**config.mk**
```make
export PLATFORM = sky130hd
export DESIGN_NAME = ddr3_cmd_tracker
export DESIGN_NICKNAME = d
export VERILOG_FILES = /design/src/rtl/ddr3_trk_pkg.sv /design/src/rtl/ddr3_trk_decode.sv /design/src/rtl/ddr3_trk_bank.sv /design/src/rtl/ddr3_trk_power.sv /design/src/rtl/ddr3_cmd_tracker.sv
export SDC_FILE = /design/constraint.sdc
export NUM_CORES = 1
export LEC_CHECK = 0
export BUFFER_PORTS_ARGS = -buffer_cell sky130_fd_sc_hd__buf_4
export CORE_MARGIN = 3
export CORE_UTILIZATION = 23
export DETAILED_ROUTE_END_ITERATION = 8
export GPL_TIMING_DRIVEN = 1
export HOLD_SLACK_MARGIN = 0.05
export PLACE_DENSITY_LB_ADDON = 0.2
export SLEW_MARGIN = 20
export SYNTH_ARGS = -nofsm -noshare
export SYNTH_HDL_FRONTEND = slang
export SYNTH_HIERARCHICAL = 1
export SYNTH_SLANG_ARGS = --single-unit
```
**constraint.sdc**
```tcl
create_clock -name clk -period 2.37 [get_ports clk]
set_clock_uncertainty 0.1 [all_clocks]
set_input_delay 0.5925 -clock clk [delete_from_list [all_inputs] [get_ports clk]]
set_output_delay 0.5925 -clock clk [all_outputs]
set_load 0.02 [all_outputs]
```
**src/rtl/ddr3_trk_pkg.sv**
```systemverilog
package ddr3_trk_pkg;
   typedef enum logic [2:0] {
      CMD_NOP  = 3'd0,
      CMD_ACT  = 3'd1,
      CMD_RD   = 3'd2,
      CMD_WR   = 3'd3,
      CMD_PRE  = 3'd4,
      CMD_PREA = 3'd5,
      CMD_REF  = 3'd6,
      CMD_MRS  = 3'd7
   } cmd_t;

   typedef enum logic [1:0] {
      PWR_ACTIVE = 2'd0,
      PWR_PRE_PD = 2'd1,
      PWR_ACT_PD = 2'd2,
      PWR_SELF_REF = 2'd3
   } pwr_t;

   localparam int unsigned AP_BIT = 10;
   localparam int unsigned BC_BIT = 12;
endpackage

```
**src/rtl/ddr3_trk_decode.sv**
```systemverilog
module ddr3_trk_decode
   import ddr3_trk_pkg::*;
(
   input  logic enable,
   input  logic cs_n,
   input  logic ras_n,
   input  logic cas_n,
   input  logic we_n,
   input  logic sel_all,
   output cmd_t cmd
);
   always_comb begin
      cmd = CMD_NOP;
      if (enable && !cs_n) begin
         unique case ({ras_n, cas_n, we_n})
            3'b011: cmd = CMD_ACT;
            3'b101: cmd = CMD_RD;
            3'b100: cmd = CMD_WR;
            3'b010: cmd = sel_all ? CMD_PREA : CMD_PRE;
            3'b001: cmd = CMD_REF;
            3'b000: cmd = CMD_MRS;
            default: cmd = CMD_NOP;
         endcase
      end
   end
endmodule

```
**src/rtl/ddr3_trk_bank.sv**
```systemverilog
module ddr3_trk_bank #(
   parameter int unsigned ROW_W = 16
) (
   input  logic             clk,
   input  logic             rst_n,
   input  logic             open_en,
   input  logic             close_en,
   input  logic [ROW_W-1:0] row_in,
   output logic             is_open,
   output logic [ROW_W-1:0] row
);
   always_ff @(posedge clk) begin
      if (!rst_n) begin
         is_open <= 1'b0;
         row     <= '0;
      end else if (open_en) begin
         is_open <= 1'b1;
         row     <= row_in;
      end else if (close_en) begin
         is_open <= 1'b0;
      end
   end
endmodule

```
**src/rtl/ddr3_trk_power.sv**
```systemverilog
module ddr3_trk_power
   import ddr3_trk_pkg::*;
(
   input  logic clk,
   input  logic rst_n,
   input  logic cke,
   input  logic refresh_req,
   input  logic any_open,
   output pwr_t pwr,
   output logic pd_exit
);
   logic cke_prev;

   always_ff @(posedge clk) begin
      if (!rst_n) begin
         cke_prev <= 1'b1;
         pwr      <= PWR_ACTIVE;
         pd_exit  <= 1'b0;
      end else begin
         cke_prev <= cke;
         pd_exit  <= cke && !cke_prev;
         if (cke) begin
            pwr <= PWR_ACTIVE;
         end else if (cke_prev) begin
            if (refresh_req)   pwr <= PWR_SELF_REF;
            else if (any_open) pwr <= PWR_ACT_PD;
            else               pwr <= PWR_PRE_PD;
         end
      end
   end
endmodule

```
**src/rtl/ddr3_cmd_tracker.sv**
```systemverilog
module ddr3_cmd_tracker
   import ddr3_trk_pkg::*;
#(
   parameter int unsigned NUM_BANKS = 8,
   parameter int unsigned ADDR_W    = 16,
   parameter int unsigned ROW_W     = 16,
   localparam int unsigned BANK_W   = $clog2(NUM_BANKS)
) (
   input  logic                       clk,
   input  logic                       rst_n,
   input  logic                       cke,
   input  logic                       cs_n,
   input  logic                       ras_n,
   input  logic                       cas_n,
   input  logic                       we_n,
   input  logic [BANK_W-1:0]          ba,
   input  logic [ADDR_W-1:0]          addr,
   output logic [2:0]                 cmd,
   output logic [BANK_W-1:0]          cmd_bank,
   output logic [ADDR_W-1:0]          cmd_addr,
   output logic                       cmd_ap,
   output logic                       cmd_chop,
   output logic                       err,
   output logic [NUM_BANKS-1:0]       bank_open,
   output logic [NUM_BANKS*ROW_W-1:0] open_rows,
   output logic [1:0]                 pwr,
   output logic                       pd_exit
);
   initial begin
      if (NUM_BANKS < 2 || (1 << BANK_W) != NUM_BANKS)
         $error("NUM_BANKS must be a power of two of at least 2");
      if (ADDR_W <= BC_BIT)
         $error("ADDR_W must cover the burst-chop bit");
      if (ROW_W > ADDR_W || ROW_W == 0)
         $error("ROW_W must lie within ADDR_W");
   end

   cmd_t dec;
   pwr_t pwr_s;
   logic is_access, target_open, illegal;
   logic refresh_req;

   ddr3_trk_decode u_dec (
      .enable (cke),
      .cs_n   (cs_n),
      .ras_n  (ras_n),
      .cas_n  (cas_n),
      .we_n   (we_n),
      .sel_all(addr[AP_BIT]),
      .cmd    (dec)
   );

   assign is_access   = (dec == CMD_RD) || (dec == CMD_WR);
   assign target_open = bank_open[ba];
   assign illegal     = (is_access && !target_open) || (dec == CMD_ACT && target_open);
   assign refresh_req = !cs_n && ({ras_n, cas_n, we_n} == 3'b001);

   for (genvar i = 0; i < NUM_BANKS; i++) begin : g_bank
      logic hit;
      assign hit = (ba == BANK_W'(i));
      ddr3_trk_bank #(.ROW_W(ROW_W)) u_bank (
         .clk     (clk),
         .rst_n   (rst_n),
         .open_en (hit && dec == CMD_ACT && !bank_open[i]),
         .close_en((dec == CMD_PREA) || (hit && dec == CMD_PRE) ||
                   (hit && is_access && addr[AP_BIT])),
         .row_in  (addr[ROW_W-1:0]),
         .is_open (bank_open[i]),
         .row     (open_rows[i*ROW_W +: ROW_W])
      );
   end

   ddr3_trk_power u_pwr (
      .clk        (clk),
      .rst_n      (rst_n),
      .cke        (cke),
      .refresh_req(refresh_req),
      .any_open   (|bank_open),
      .pwr        (pwr_s),
      .pd_exit    (pd_exit)
   );
   assign pwr = pwr_s;

   always_ff @(posedge clk) begin
      if (!rst_n) begin
         cmd      <= CMD_NOP;
         cmd_bank <= '0;
         cmd_addr <= '0;
         cmd_ap   <= 1'b0;
         cmd_chop <= 1'b0;
         err      <= 1'b0;
      end else begin
         cmd      <= dec;
         cmd_bank <= ba;
         cmd_addr <= addr;
         cmd_ap   <= is_access && addr[AP_BIT];
         cmd_chop <= is_access && !addr[BC_BIT];
         err      <= illegal;
      end
   end
endmodule

```
==> metrics.txt <==
status complete, no violations; Hold Vio Cnt, Final 0; Worst setup SP type input port; Mapped Cells between 500 and 600; Finished Layout Cells 1106; Chip Width 172 um; area of placed instances 8180 um^2; Synth-to-Final Area Change 39.3%; synthesized area per cell 11.6 um^2; DRC viols 0; Clock transition at path regs 0.07 ns; Die Height 172 um; Tmin final between 2 and 2.5 ns; number of global-route vias before repair 4506; grt ovf 0; Critical Path AT 2.40 ns; Final Cycle Share 92.1%; Achievable Freq about 460 MHz; leading area contributor after synthesis dfxtp_1; drt pass-1 iters 4; Final Setup Violations 0; wire length on met1 between 9000 and 10000 um; Seq cells post-synth between 150 and 200; Num CTS Buffers 17; num rows 60; fraction of layout cells with a size suffix above 1 34.1%; mapped cell area ~6300 um^2; max layer used met4; Die Area 29500 um^2; Post-synth EDFFs 0; power consumption 6140 uW; clk buf depth 2; setup_tns 0 ns; async set-reset flop share out of synthesis 0%; Post-Syn Nets 571; Final ANT Viol Nets 0; PwrDens 697 nW/um^2; Worst-Skew Late Latency 0.42 ns; RePlAce Congestion about 0.75; CTS tree done; Routed wire per std cell 17.5 um; # IOs 190; root buffer cell clkbuf_16; fillers 2761; top-count cell post-synth dfxtp_1; area of the multi-input gates 2760 um^2; total track usage 13.1%; met2 WL 8010 um; Core Region about 27000 um^2; yosys synthesis warning count 6; most frequent cells after synthesis 165 x dfxtp_1, 136 x nor2b_1, 133 x mux2i_1; HPWL after DPL 13700 um; leakage power 0.00337 uW; H-tree depth 4; DR iter-0 viols between 100 and 150; peak supply drop around 0.33 mV; final slew viol count 0; Design Area, Final 8800 um^2; dominant synthesized flop cell dfxtp_1; routed wire length 19400 um; routed vias roughly 4500; # port buffers 189; met3 WL 2070 um; Slew @ Worst Pin 0.539 ns; diode count 0; initial antenna violation count 0; share of the synthesized area in the top cell type roughly 52%; top post-synthesis cells by area dfxtp_1 52%, mux2i_1 21%, nor2b_1 13%; clk sinks 165; # Max-Cap Violations 0; worst hold path type in2reg; Yosys cell types 28; Core Util, Final between 30% and 40%; Avg Vias per Cell 4.04; first-pass GRT wire length 28800 um; Critical Path Sink Type flip-flop; largest net degree at the start of global routing 55; Worst Path Max Fanout 10; register area between 3000 and 4000 um^2; sequential area share after synthesis 52.3%; number of placed instances, taps included 1074; RSZ-0062 raised after global routing yes; WS Path Type in2reg; Nets 778; CP Data Required Time 2.59 ns; max_slew headroom 63.7%; Initial Util 23.4%; cts hold-fix bufs 0
==> kinds of logic after synthesis <==
kind of cell | share of synthesized area, %
AOI/OAI and AO/OA | 2.57
DFF | 52.3
muxes | 21.4
buffers and inverters | 4.91
and+or+nand+nor | 18.8
==> flip-flops by register name, indices dropped and copies added, names as in the netlist <==
| register | flops |
|---|---|
| u_pwr/pd_exit | 1 |
| u_pwr/cke_prev | 1 |
| g_bank.u_bank/row | 128 |
| cmd_bank | 3 |
| g_bank.u_bank/is_open | 8 |
| cmd_ap | 1 |
| u_pwr/pwr | 2 |
| cmd | 3 |
| cmd_chop | 1 |
| err | 1 |
| cmd_addr | 16 |
==> layout make-up <==
cell class,instances,share of cell area (%)
Clock buffer,17,4.83
Clock inverter,15,2.22
Inverter,2,0.0853
Multi-Input combinational cell,350,31.4
Sequential cell,165,37.5
Tap cell,341,4.85
Timing Repair Buffer,216,19.1
==> critical path, cell delays in order <==
cell and delay [ns]:
buf_4 0.11, o21ba_1 0.20, a21oi_1 0.06, nor2_1 0.12, nor3b_2 0.29, nand2_1 0.23
nor3_2 0.25, buf_4 0.26, mux2i_1 0.23, nor2b_1 0.06
==> layer usage <==
layer	vias to the layer above	GRT usage (%)
met5	-	0
met1	2070	17.2
met2	148	19.0
li1	2239	-
met3	11	6.46
met4	0	3.54
==> path summary, 6_finish.rpt <==
path              slack (ns)                startpoint  depth (start not counted)                      end
setup reg to reg        0.92  g_bank[0].u_bank/is_open                          4  g_bank[0].u_bank/row[2]
hold / removal          0.33                     ba[2]                          2              cmd_bank[2]
hold reg to reg         0.40            u_pwr/cke_prev                          1            u_pwr/pd_exit
setup / recovery        0.19                     ras_n                         10  g_bank[7].u_bank/row[4]
==> through the flow <==
step	worst slack (ns)	hold slack, ns
floorplan	0.0479	0.348
global placement	-0.259	0.383
detailed placement	-0.307	0.385
CTS	0.144	0.301
global route	-0.00744	0.325
finish	0.187	0.327
==> what timing repair did <==
action / in CTS / in global routing
resized for setup: 0 / 1
setup buffers: 0 / 0
setup endpoints to repair: 0 / 4
==> placed cells by master (no fill, tap or decap) <==
cell / n
o21ba_1: 1
nor4b_1: 1
nand3b_1: 1
nor2_1: 9
a311oi_2: 1
mux4_2: 1
nor4_2: 1
mux2i_1: 133
nor3_2: 6
dfxtp_1: 165
clkbuf_16: 17
buf_12: 5
clkinv_4: 1
nor4_4: 1
nand2_1: 5
nor4_1: 2
o21ai_0: 7
nor3b_2: 1
inv_1: 2
o31ai_1: 2
nand2b_4: 2
nand2b_1: 3
nor3b_1: 1
o21a_1: 8
or2b_1: 1
o21bai_1: 1
a21oi_1: 1
nor2b_1: 136
a211oi_1: 2
and2_1: 22
clkinvlp_4: 2
buf_4: 211
clkinv_2: 2
inv_6: 3
inv_8: 4
and3b_1: 1
bufinv_16: 3
==> power breakdown <==
part | internal, uW | switching [uW] | total [uW] | leakage [uW]
registers | 2810 | 16.5 | 2820 | 0.00134
clock network | 1700 | 1240 | 2940 | 0.000302
logic | 163 | 214 | 376 | 0.00173
total | 4670 | 1470 | 6140 | 0.00337
Power figures use the tool's default switching activity.
